[src/rtl/ecc_fix_pkg.sv]
package ecc_fix_pkg;

  // Outcome of one chunk comparison; the encoding is visible on status_o.
  typedef enum logic [1:0] {
    CLS_CLEAN    = 2'd0,
    CLS_CODE_ERR = 2'd1,
    CLS_FIXED    = 2'd2,
    CLS_FATAL    = 2'd3
  } cls_e;

  // Sequencer phases.
  typedef enum logic [2:0] {
    PH_IDLE  = 3'd0,
    PH_EVAL  = 3'd1,
    PH_READ  = 3'd2,
    PH_WRITE = 3'd3,
    PH_DONE  = 3'd4
  } phase_e;

endpackage

[src/rtl/ecc_popcount.sv]
module ecc_popcount #(
  parameter int W  = 24,
  parameter int CW = $clog2(W + 1)
) (
  input  logic [W-1:0]  vec_i,
  output logic [CW-1:0] ones_o
);

  always_comb begin
    ones_o = '0;
    for (int i = 0; i < W; i++) begin
      ones_o = ones_o + CW'(vec_i[i]);
    end
  end

endmodule

[src/rtl/ecc_classify.sv]
module ecc_classify
  import ecc_fix_pkg::*;
#(
  parameter int HALF_W = 11,
  parameter int CODE_W = 24,
  parameter int BIT_W  = 3,
  parameter int IDX_W  = HALF_W - BIT_W
) (
  input  logic [CODE_W-1:0] calc_i,
  input  logic [CODE_W-1:0] stored_i,
  output cls_e              cls_o,
  output logic [IDX_W-1:0]  byte_o,
  output logic [BIT_W-1:0]  bit_o
);

  localparam int CNT_W = $clog2(CODE_W + 1);

  logic [CODE_W-1:0] syn;
  logic [HALF_W-1:0] low_syn;
  logic [HALF_W-1:0] calc_fold;
  logic [HALF_W-1:0] stored_fold;
  logic [CNT_W-1:0]  syn_ones;
  logic              any_zero;
  logic              halves_paired;

  assign syn         = calc_i ^ stored_i;
  assign low_syn     = calc_i[HALF_W-1:0] ^ stored_i[HALF_W-1:0];
  assign calc_fold   = calc_i[HALF_W-1:0] ^ calc_i[2*HALF_W-1:HALF_W];
  assign stored_fold = stored_i[HALF_W-1:0] ^ stored_i[2*HALF_W-1:HALF_W];

  assign any_zero      = (syn == '0) || (calc_i == '0) || (stored_i == '0);
  assign halves_paired = ((calc_fold ^ stored_fold) == {HALF_W{1'b1}});

  ecc_popcount #(.W(CODE_W), .CW(CNT_W)) u_pop (
    .vec_i  (syn),
    .ones_o (syn_ones)
  );

  always_comb begin
    if (any_zero) begin
      cls_o = CLS_CLEAN;
    end else if (syn_ones == CNT_W'(1)) begin
      cls_o = CLS_CODE_ERR;
    end else if ((syn_ones == CNT_W'(HALF_W)) && halves_paired) begin
      cls_o = CLS_FIXED;
    end else begin
      cls_o = CLS_FATAL;
    end
  end

  assign bit_o  = low_syn[BIT_W-1:0];
  assign byte_o = low_syn[HALF_W-1:BIT_W];

endmodule

[src/rtl/ecc_code_bank.sv]
module ecc_code_bank #(
  parameter int CODE_W = 24,
  parameter int CHUNKS = 2,
  parameter int SEL_W  = 1
) (
  input  logic                     clk,
  input  logic                     rst_n,
  input  logic                     load_i,
  input  logic [CODE_W*CHUNKS-1:0] calc_i,
  input  logic [CODE_W*CHUNKS-1:0] stored_i,
  input  logic [SEL_W-1:0]         sel_i,
  output logic [CODE_W-1:0]        calc_o,
  output logic [CODE_W-1:0]        stored_o
);

  logic [CHUNKS-1:0][CODE_W-1:0] calc_w;
  logic [CHUNKS-1:0][CODE_W-1:0] stored_w;

  for (genvar g = 0; g < CHUNKS; g++) begin : g_slot
    logic [CODE_W-1:0] calc_q;
    logic [CODE_W-1:0] stored_q;

    always_ff @(posedge clk or negedge rst_n) begin
      if (!rst_n) begin
        calc_q   <= '0;
        stored_q <= '0;
      end else if (load_i) begin
        calc_q   <= calc_i[g*CODE_W +: CODE_W];
        stored_q <= stored_i[g*CODE_W +: CODE_W];
      end
    end

    assign calc_w[g]   = calc_q;
    assign stored_w[g] = stored_q;
  end

  assign calc_o   = calc_w[sel_i];
  assign stored_o = stored_w[sel_i];

endmodule

[src/rtl/ecc_fix_seq.sv]
module ecc_fix_seq
  import ecc_fix_pkg::*;
#(
  parameter int DATA_W = 8,
  parameter int BIT_W  = 3,
  parameter int IDX_W  = 8,
  parameter int CHUNKS = 2,
  parameter int SEL_W  = 1,
  parameter int ADDR_W = IDX_W + SEL_W
) (
  input  logic              clk,
  input  logic              rst_n,
  input  logic              start_i,
  input  logic              multi_i,
  input  cls_e              cls_i,
  input  logic [IDX_W-1:0]  cls_byte_i,
  input  logic [BIT_W-1:0]  cls_bit_i,
  input  logic [DATA_W-1:0] mem_rdata_i,
  output logic              load_o,
  output logic [SEL_W-1:0]  chunk_o,
  output logic              busy_o,
  output logic              done_o,
  output cls_e              status_o,
  output logic [IDX_W-1:0]  fix_byte_o,
  output logic [BIT_W-1:0]  fix_bit_o,
  output logic              mem_req_o,
  output logic              mem_we_o,
  output logic [ADDR_W-1:0] mem_addr_o,
  output logic [DATA_W-1:0] mem_wdata_o
);

  phase_e            state_q, state_d;
  logic [SEL_W-1:0]  chunk_q, chunk_d;
  logic              chunk_en;
  logic              multi_q;
  cls_e              status_q;
  logic [IDX_W-1:0]  byte_q;
  logic [BIT_W-1:0]  bit_q;
  logic              accept;
  logic              last_chunk;
  logic              res_en;
  logic [DATA_W-1:0] flip_mask;

  assign accept     = (state_q == PH_IDLE) && start_i;
  assign last_chunk = !multi_q || (chunk_q == SEL_W'(CHUNKS - 1));
  assign res_en     = (state_q == PH_EVAL);

  // Next-state logic
  always_comb begin
    state_d = state_q;
    unique case (state_q)
      PH_IDLE:  if (start_i) state_d = PH_EVAL;
      PH_EVAL:  state_d = (cls_i == CLS_FIXED) ? PH_READ : PH_DONE;
      PH_READ:  state_d = PH_WRITE;
      PH_WRITE: state_d = PH_DONE;
      PH_DONE:  state_d = last_chunk ? PH_IDLE : PH_EVAL;
      default:  state_d = PH_IDLE;
    endcase
  end

  // Chunk pointer: cleared on acceptance, advanced after each non-final result
  always_comb begin
    chunk_en = 1'b0;
    chunk_d  = chunk_q;
    if (accept) begin
      chunk_en = 1'b1;
      chunk_d  = '0;
    end else if ((state_q == PH_DONE) && !last_chunk) begin
      chunk_en = 1'b1;
      chunk_d  = chunk_q + SEL_W'(1);
    end
  end

  always_ff @(posedge clk or negedge rst_n) begin
    if (!rst_n) begin
      state_q <= PH_IDLE;
    end else begin
      state_q <= state_d;
    end
  end

  always_ff @(posedge clk or negedge rst_n) begin
    if (!rst_n) begin
      chunk_q <= '0;
    end else if (chunk_en) begin
      chunk_q <= chunk_d;
    end
  end

  always_ff @(posedge clk or negedge rst_n) begin
    if (!rst_n) begin
      multi_q <= 1'b0;
    end else if (accept) begin
      multi_q <= multi_i;
    end
  end

  always_ff @(posedge clk or negedge rst_n) begin
    if (!rst_n) begin
      status_q <= CLS_CLEAN;
      byte_q   <= '0;
      bit_q    <= '0;
    end else if (res_en) begin
      status_q <= cls_i;
      byte_q   <= cls_byte_i;
      bit_q    <= cls_bit_i;
    end
  end

  always_comb begin
    flip_mask        = '0;
    flip_mask[bit_q] = 1'b1;
  end

  assign load_o      = accept;
  assign chunk_o     = chunk_q;
  assign busy_o      = (state_q != PH_IDLE);
  assign done_o      = (state_q == PH_DONE);
  assign status_o    = status_q;
  assign fix_byte_o  = byte_q;
  assign fix_bit_o   = bit_q;
  assign mem_req_o   = (state_q == PH_READ) || (state_q == PH_WRITE);
  assign mem_we_o    = (state_q == PH_WRITE);
  assign mem_addr_o  = {chunk_q, byte_q};
  assign mem_wdata_o = mem_rdata_i ^ flip_mask;

endmodule

[src/rtl/ecc_syndrome_fixer.sv]
module ecc_syndrome_fixer
  import ecc_fix_pkg::*;
#(
  parameter  int DATA_W     = 8,
  parameter  int HALF_W     = 11,
  parameter  int CODE_BYTES = 3,
  parameter  int CHUNKS     = 2,
  localparam int BIT_W      = $clog2(DATA_W),
  localparam int IDX_W      = HALF_W - BIT_W,
  localparam int CODE_W     = CODE_BYTES * 8,
  localparam int SEL_W      = (CHUNKS > 1) ? $clog2(CHUNKS) : 1,
  localparam int ADDR_W     = IDX_W + SEL_W
) (
  input  logic                     clk,
  input  logic                     rst_n,
  input  logic                     start_i,
  input  logic                     multi_i,
  input  logic [CODE_W*CHUNKS-1:0] calc_i,
  input  logic [CODE_W*CHUNKS-1:0] stored_i,
  output logic                     busy_o,
  output logic                     done_o,
  output logic [1:0]               status_o,
  output logic [SEL_W-1:0]         res_chunk_o,
  output logic [IDX_W-1:0]         fix_byte_o,
  output logic [BIT_W-1:0]         fix_bit_o,
  output logic                     mem_req_o,
  output logic                     mem_we_o,
  output logic [ADDR_W-1:0]        mem_addr_o,
  output logic [DATA_W-1:0]        mem_wdata_o,
  input  logic [DATA_W-1:0]        mem_rdata_i
);

  logic              load;
  logic [SEL_W-1:0]  chunk_sel;
  logic [CODE_W-1:0] calc_cur;
  logic [CODE_W-1:0] stored_cur;
  cls_e              cls;
  logic [IDX_W-1:0]  cls_byte;
  logic [BIT_W-1:0]  cls_bit;
  cls_e              status_e;

  ecc_code_bank #(
    .CODE_W (CODE_W),
    .CHUNKS (CHUNKS),
    .SEL_W  (SEL_W)
  ) u_bank (
    .clk      (clk),
    .rst_n    (rst_n),
    .load_i   (load),
    .calc_i   (calc_i),
    .stored_i (stored_i),
    .sel_i    (chunk_sel),
    .calc_o   (calc_cur),
    .stored_o (stored_cur)
  );

  ecc_classify #(
    .HALF_W (HALF_W),
    .CODE_W (CODE_W),
    .BIT_W  (BIT_W),
    .IDX_W  (IDX_W)
  ) u_cls (
    .calc_i   (calc_cur),
    .stored_i (stored_cur),
    .cls_o    (cls),
    .byte_o   (cls_byte),
    .bit_o    (cls_bit)
  );

  ecc_fix_seq #(
    .DATA_W (DATA_W),
    .BIT_W  (BIT_W),
    .IDX_W  (IDX_W),
    .CHUNKS (CHUNKS),
    .SEL_W  (SEL_W),
    .ADDR_W (ADDR_W)
  ) u_seq (
    .clk         (clk),
    .rst_n       (rst_n),
    .start_i     (start_i),
    .multi_i     (multi_i),
    .cls_i       (cls),
    .cls_byte_i  (cls_byte),
    .cls_bit_i   (cls_bit),
    .mem_rdata_i (mem_rdata_i),
    .load_o      (load),
    .chunk_o     (chunk_sel),
    .busy_o      (busy_o),
    .done_o      (done_o),
    .status_o    (status_e),
    .fix_byte_o  (fix_byte_o),
    .fix_bit_o   (fix_bit_o),
    .mem_req_o   (mem_req_o),
    .mem_we_o    (mem_we_o),
    .mem_addr_o  (mem_addr_o),
    .mem_wdata_o (mem_wdata_o)
  );

  assign status_o    = status_e;
  assign res_chunk_o = chunk_sel;

endmodule

[config.mk]
export PLATFORM = sky130hd
export DESIGN_NAME = ecc_syndrome_fixer
export DESIGN_NICKNAME = d
export VERILOG_FILES = /design/src/rtl/ecc_fix_pkg.sv /design/src/rtl/ecc_popcount.sv /design/src/rtl/ecc_classify.sv /design/src/rtl/ecc_code_bank.sv /design/src/rtl/ecc_fix_seq.sv /design/src/rtl/ecc_syndrome_fixer.sv
export SDC_FILE = /design/constraint.sdc
export NUM_CORES = 1
export LEC_CHECK = 0
export ABC_AREA = 1
export CAP_MARGIN = 0
export CELL_PAD_IN_SITES_DETAIL_PLACEMENT = 1
export CELL_PAD_IN_SITES_GLOBAL_PLACEMENT = 1
export CORE_ASPECT_RATIO = 0.9
export CORE_MARGIN = 1.5
export CORE_UTILIZATION = 35
export DETAILED_ROUTE_END_ITERATION = 8
export PLACE_DENSITY = 0.88
export SLEW_MARGIN = 20
export SYNTH_ARGS = -nofsm -noshare
export SYNTH_HDL_FRONTEND = slang
export SYNTH_SLANG_ARGS = --single-unit
[constraint.sdc]
create_clock -name clk -period 6.7 [get_ports clk]
set_input_delay 1.34 -clock clk [delete_from_list [all_inputs] [get_ports clk]]
set_output_delay 1.34 -clock clk [all_outputs]
set_load 0.02 [all_outputs]
==> results.md <==
- Status: finished, final reports clean
- Total clock buffers created by CTS: 17
- Number of sinks driven by the clock tree: between 100 and 150
- Largest delay share family, worst path: adder cells
- Count of boundary I/O pins: 143
- Global-route wire length before repair: around 38000 um
- Post-detail-place hpwl: 17200 um
- Total of warnings raised by yosys: 0
- Placeable core area: 20000 um2
- Final nets: 1340
- Initial Util: 35.8%
- Total Neg Setup Slack: 0 ns
- Clock period minus final worst setup slack: 5.94 ns
- Global-route congestion overflow total: 0
- Initial antenna violation count: 0
- Crit path DAT: 6.24 ns
- Fraction of layout instances using a drive strength above 1: 3.44%
- Pin count of the biggest net entering global routing: 105
- Cts-stage hold buffer count: 0
- Aggregate global-route resource usage: 22.7%
- Startpoint class of the critical path: flop
- Number of fill cells: 2565
- Setup repair after global routing missed its margin: no
- Max-slew violation count: 0
- Clock latency on the worst-skew pair: ~0.42 ns
- Number of buffers on the longest clock path: 2
- Number of distinct standard cells referenced by the synthesized netlist: 22
- Avg WL per Cell: approximately 15 um
- Antenna diode count: 0
- TritonCTS clock tree: yes
- Dominant cell type by count on the critical path: nand2_1
- Post-synth net total: 1223
- Seq/Total Area, Yosys: approximately two fifths
- Clock-pin slew reported for the worst setup and hold paths after clock tree synthesis: 0.06 ns
- Vertical die dimension: 139 um
- Slew at the pin closest to its max-slew limit: 0.953 ns
- Max Clk Rate: around 0.17 GHz
- Worst path bufs/invs: 4
- Number of rows in the core area: 49
- Max Clock Skew: 0.0125 ns
- DRC Markers: 0
- Period utilization: 88.6%
- Crit. End Element: flop
- Mapped Avg Cell Area: 6.57 um2
- RD Place Congestion: 0.864
- HP Start: u_bank.g_slot[1].stored_q[8]$_DFFE_PN0P_
- # Post-CTS Setup Buffers: 0
- Post-route setup slack: 0.764 ns
- Wire length reported by the detailed router: 22800 um
- R2r startpoint: u_seq.chunk_o$_DFFE_PN0P_
- CTS resizes: 0
- Remaining max-slew budget at the tightest pin: 36.5%
- Master of the slowest instance on the critical path: fa_1
- Maximum cell stage delay along the critical path: 0.57 ns
- Number of hold-slack violations in the final timing report: 0
- Drt first pass iters: 4
- # H-tree levels: 4
- Remaining antenna violation count after routing: 0
- Total setup violations reported at the end of the flow: 0
- Pre-CTS WS: 0.810 ns
- Worst hold-check path type: reg2reg
- Width of the die: roughly 150 um
- Setup Crit Path Kind: reg2reg
- Vias in the first global route: 7647
- Post-Syn Instances: between 1k and 1.5k
- Root buffer selected by CTS: clkbuf_16
- Die Outline Area: approximately 21000 um2
- Count of vias placed by the detailed router: 7012
- Post-synthesis instance area: 7170 um2
- Maximum fanout count along the critical path: 71
- Seq cells post-synth: around 110
- Required time of the critical path: 7.00 ns
- Utilization after layout: a little under half
- Reported max-cap violation count: 0
- Via-per-instance ratio: 4.75
- I/O Buffers: 142
- First element of the critical path: u_seq.chunk_o$_DFFE_PN0P_
- Layout-stage area growth over the synthesis result: 29.3%
- Iter 0 DRT Violations: 349
[worst paths after layout]
check / to / slack (ns) / cells past startpoint
worst max register to register: u_seq.state_q[2]$_DFFE_PN0P_ / 0.76 / 25
max in group asynchronous: u_seq.fix_byte_o[5]$_DFFE_PN0P_ / 4.43 / 2
worst max-delay path: u_seq.state_q[2]$_DFFE_PN0P_ / 0.76 / 25
min in group asynchronous: u_bank.g_slot[1].stored_q[7]$_DFFE_PN0P_ / 0.90 / 1
worst min-delay path: u_bank.g_slot[1].stored_q[8]$_DFFE_PN0P_ / 0.47 / 2
worst min register to register: u_bank.g_slot[1].stored_q[8]$_DFFE_PN0P_ / 0.47 / 2
[routing by layer]
metal / up-vias / part of all wire, % / GRT usage, %
met5: - / 0 / 0
met4: 0 / 1.0 / 5.42
met3: 18 / 3.3 / 4.22
met2: 125 / 48 / 38.8
met1: 3374 / 47 / 29.7
li1: 3495 / - / -
[cells by family (layout without fill, tap and decap cells)]
kind of cell    after synthesis  count (layout)  share of synthesized area (%)
simple gates                670             670                           35.6
flops                       114             114                           39.8
fa+ha+maj                    24              24                           5.97
compound gates               98              98                           6.86
xor+xnor                     11              11                           1.34
buf+inv                     174             304                           10.5
[state kept, by name, indices dropped and copies added, names as in the netlist]
| name | flops |
|---|---|
| u_seq.state_q | 3 |
| u_bank.g_slot.calc_q | 48 |
| u_seq.multi_q | 1 |
| u_bank.g_slot.stored_q | 48 |
| u_seq.chunk_o | 1 |
| u_seq.fix_byte_o | 8 |
| u_seq.status_o | 2 |
| u_seq.fix_bit_o | 3 |
[placed cells by master, fill, tap and decap left out]
cell type	Yosys	final
buf_4	11	6
dfrtp_2	0	1
dfrtp_1	114	113
nor3_1	1	1
a31oi_1	1	1
nand2_2	1	1
clkinv_2	0	4
nor2_1	56	55
clkinv_4	0	2
clkdlybuf4s50_1	0	141
clkbuf_8	0	1
clkinv_1	1	1
ha_1	7	7
clkinvlp_4	0	4
o21ai_0	94	94
bufinv_16	0	2
a21oi_1	3	3
nand2_1	590	590
nand3_1	18	18
xor2_1	2	2
buf_12	0	1
inv_4	1	1
inv_6	0	1
xnor2_1	9	9
clkbuf_16	0	17
clkbuf_1	13	1
inv_1	122	122
nor2_4	0	1
nand4_1	4	4
fa_1	17	17
[Yosys cell counts (all sizes together)]
| cell | instances | area share [%] |
|---|---|---|
| buf | 37 | 3.3 |
| dfrtp | 114 | 40 |
| nand4 | 4 | 0.35 |
| a21oi | 3 | 0.21 |
| a31oi | 1 | 0.087 |
| nor2 | 56 | 2.9 |
| nand2 | 591 | 31 |
| fa | 17 | 4.7 |
| clkbuf | 13 | 0.68 |
| nor3 | 1 | 0.070 |
| o21ai | 94 | 6.6 |
| inv | 123 | 6.5 |
| ha | 7 | 1.2 |
| clkinv | 1 | 0.052 |
| xnor2 | 9 | 1.1 |
| xor2 | 2 | 0.24 |
| nand3 | 18 | 1.3 |
[worst min-delay path: cells and delay by family, from the launching register on]
kind | cells | cell delay, ns
DFF | 1 | 0.34
and+or+nand+nor | 2 | 0.10
[final cells by class]
class	count	area, um2	share of cell area (%)
multi-input cells	803	3570	38.6
clock inverters	13	136	1.47
clock buffers	19	443	4.78
well taps	255	319	3.44
inverters	124	468	5.05
flip-flops and latches	114	2850	30.8
repair buffers	148	1480	15.9
[metrics by stage]
step / hold slack, ns / std cells / area [um2]
finish: 0.472 / 1476 / 9270
global route: 0.502 / 1476 / 9270
CTS: 0.477 / 1476 / 9270
detailed placement: 0.463 / 1444 / 8690
global placement: 0.457 / 1444 / 8690
floorplan: 0.442 / 1091 / 7170
Power is not shown: default switching activity piles up to over one toggle a cycle in this logic, so the estimate is an artifact.
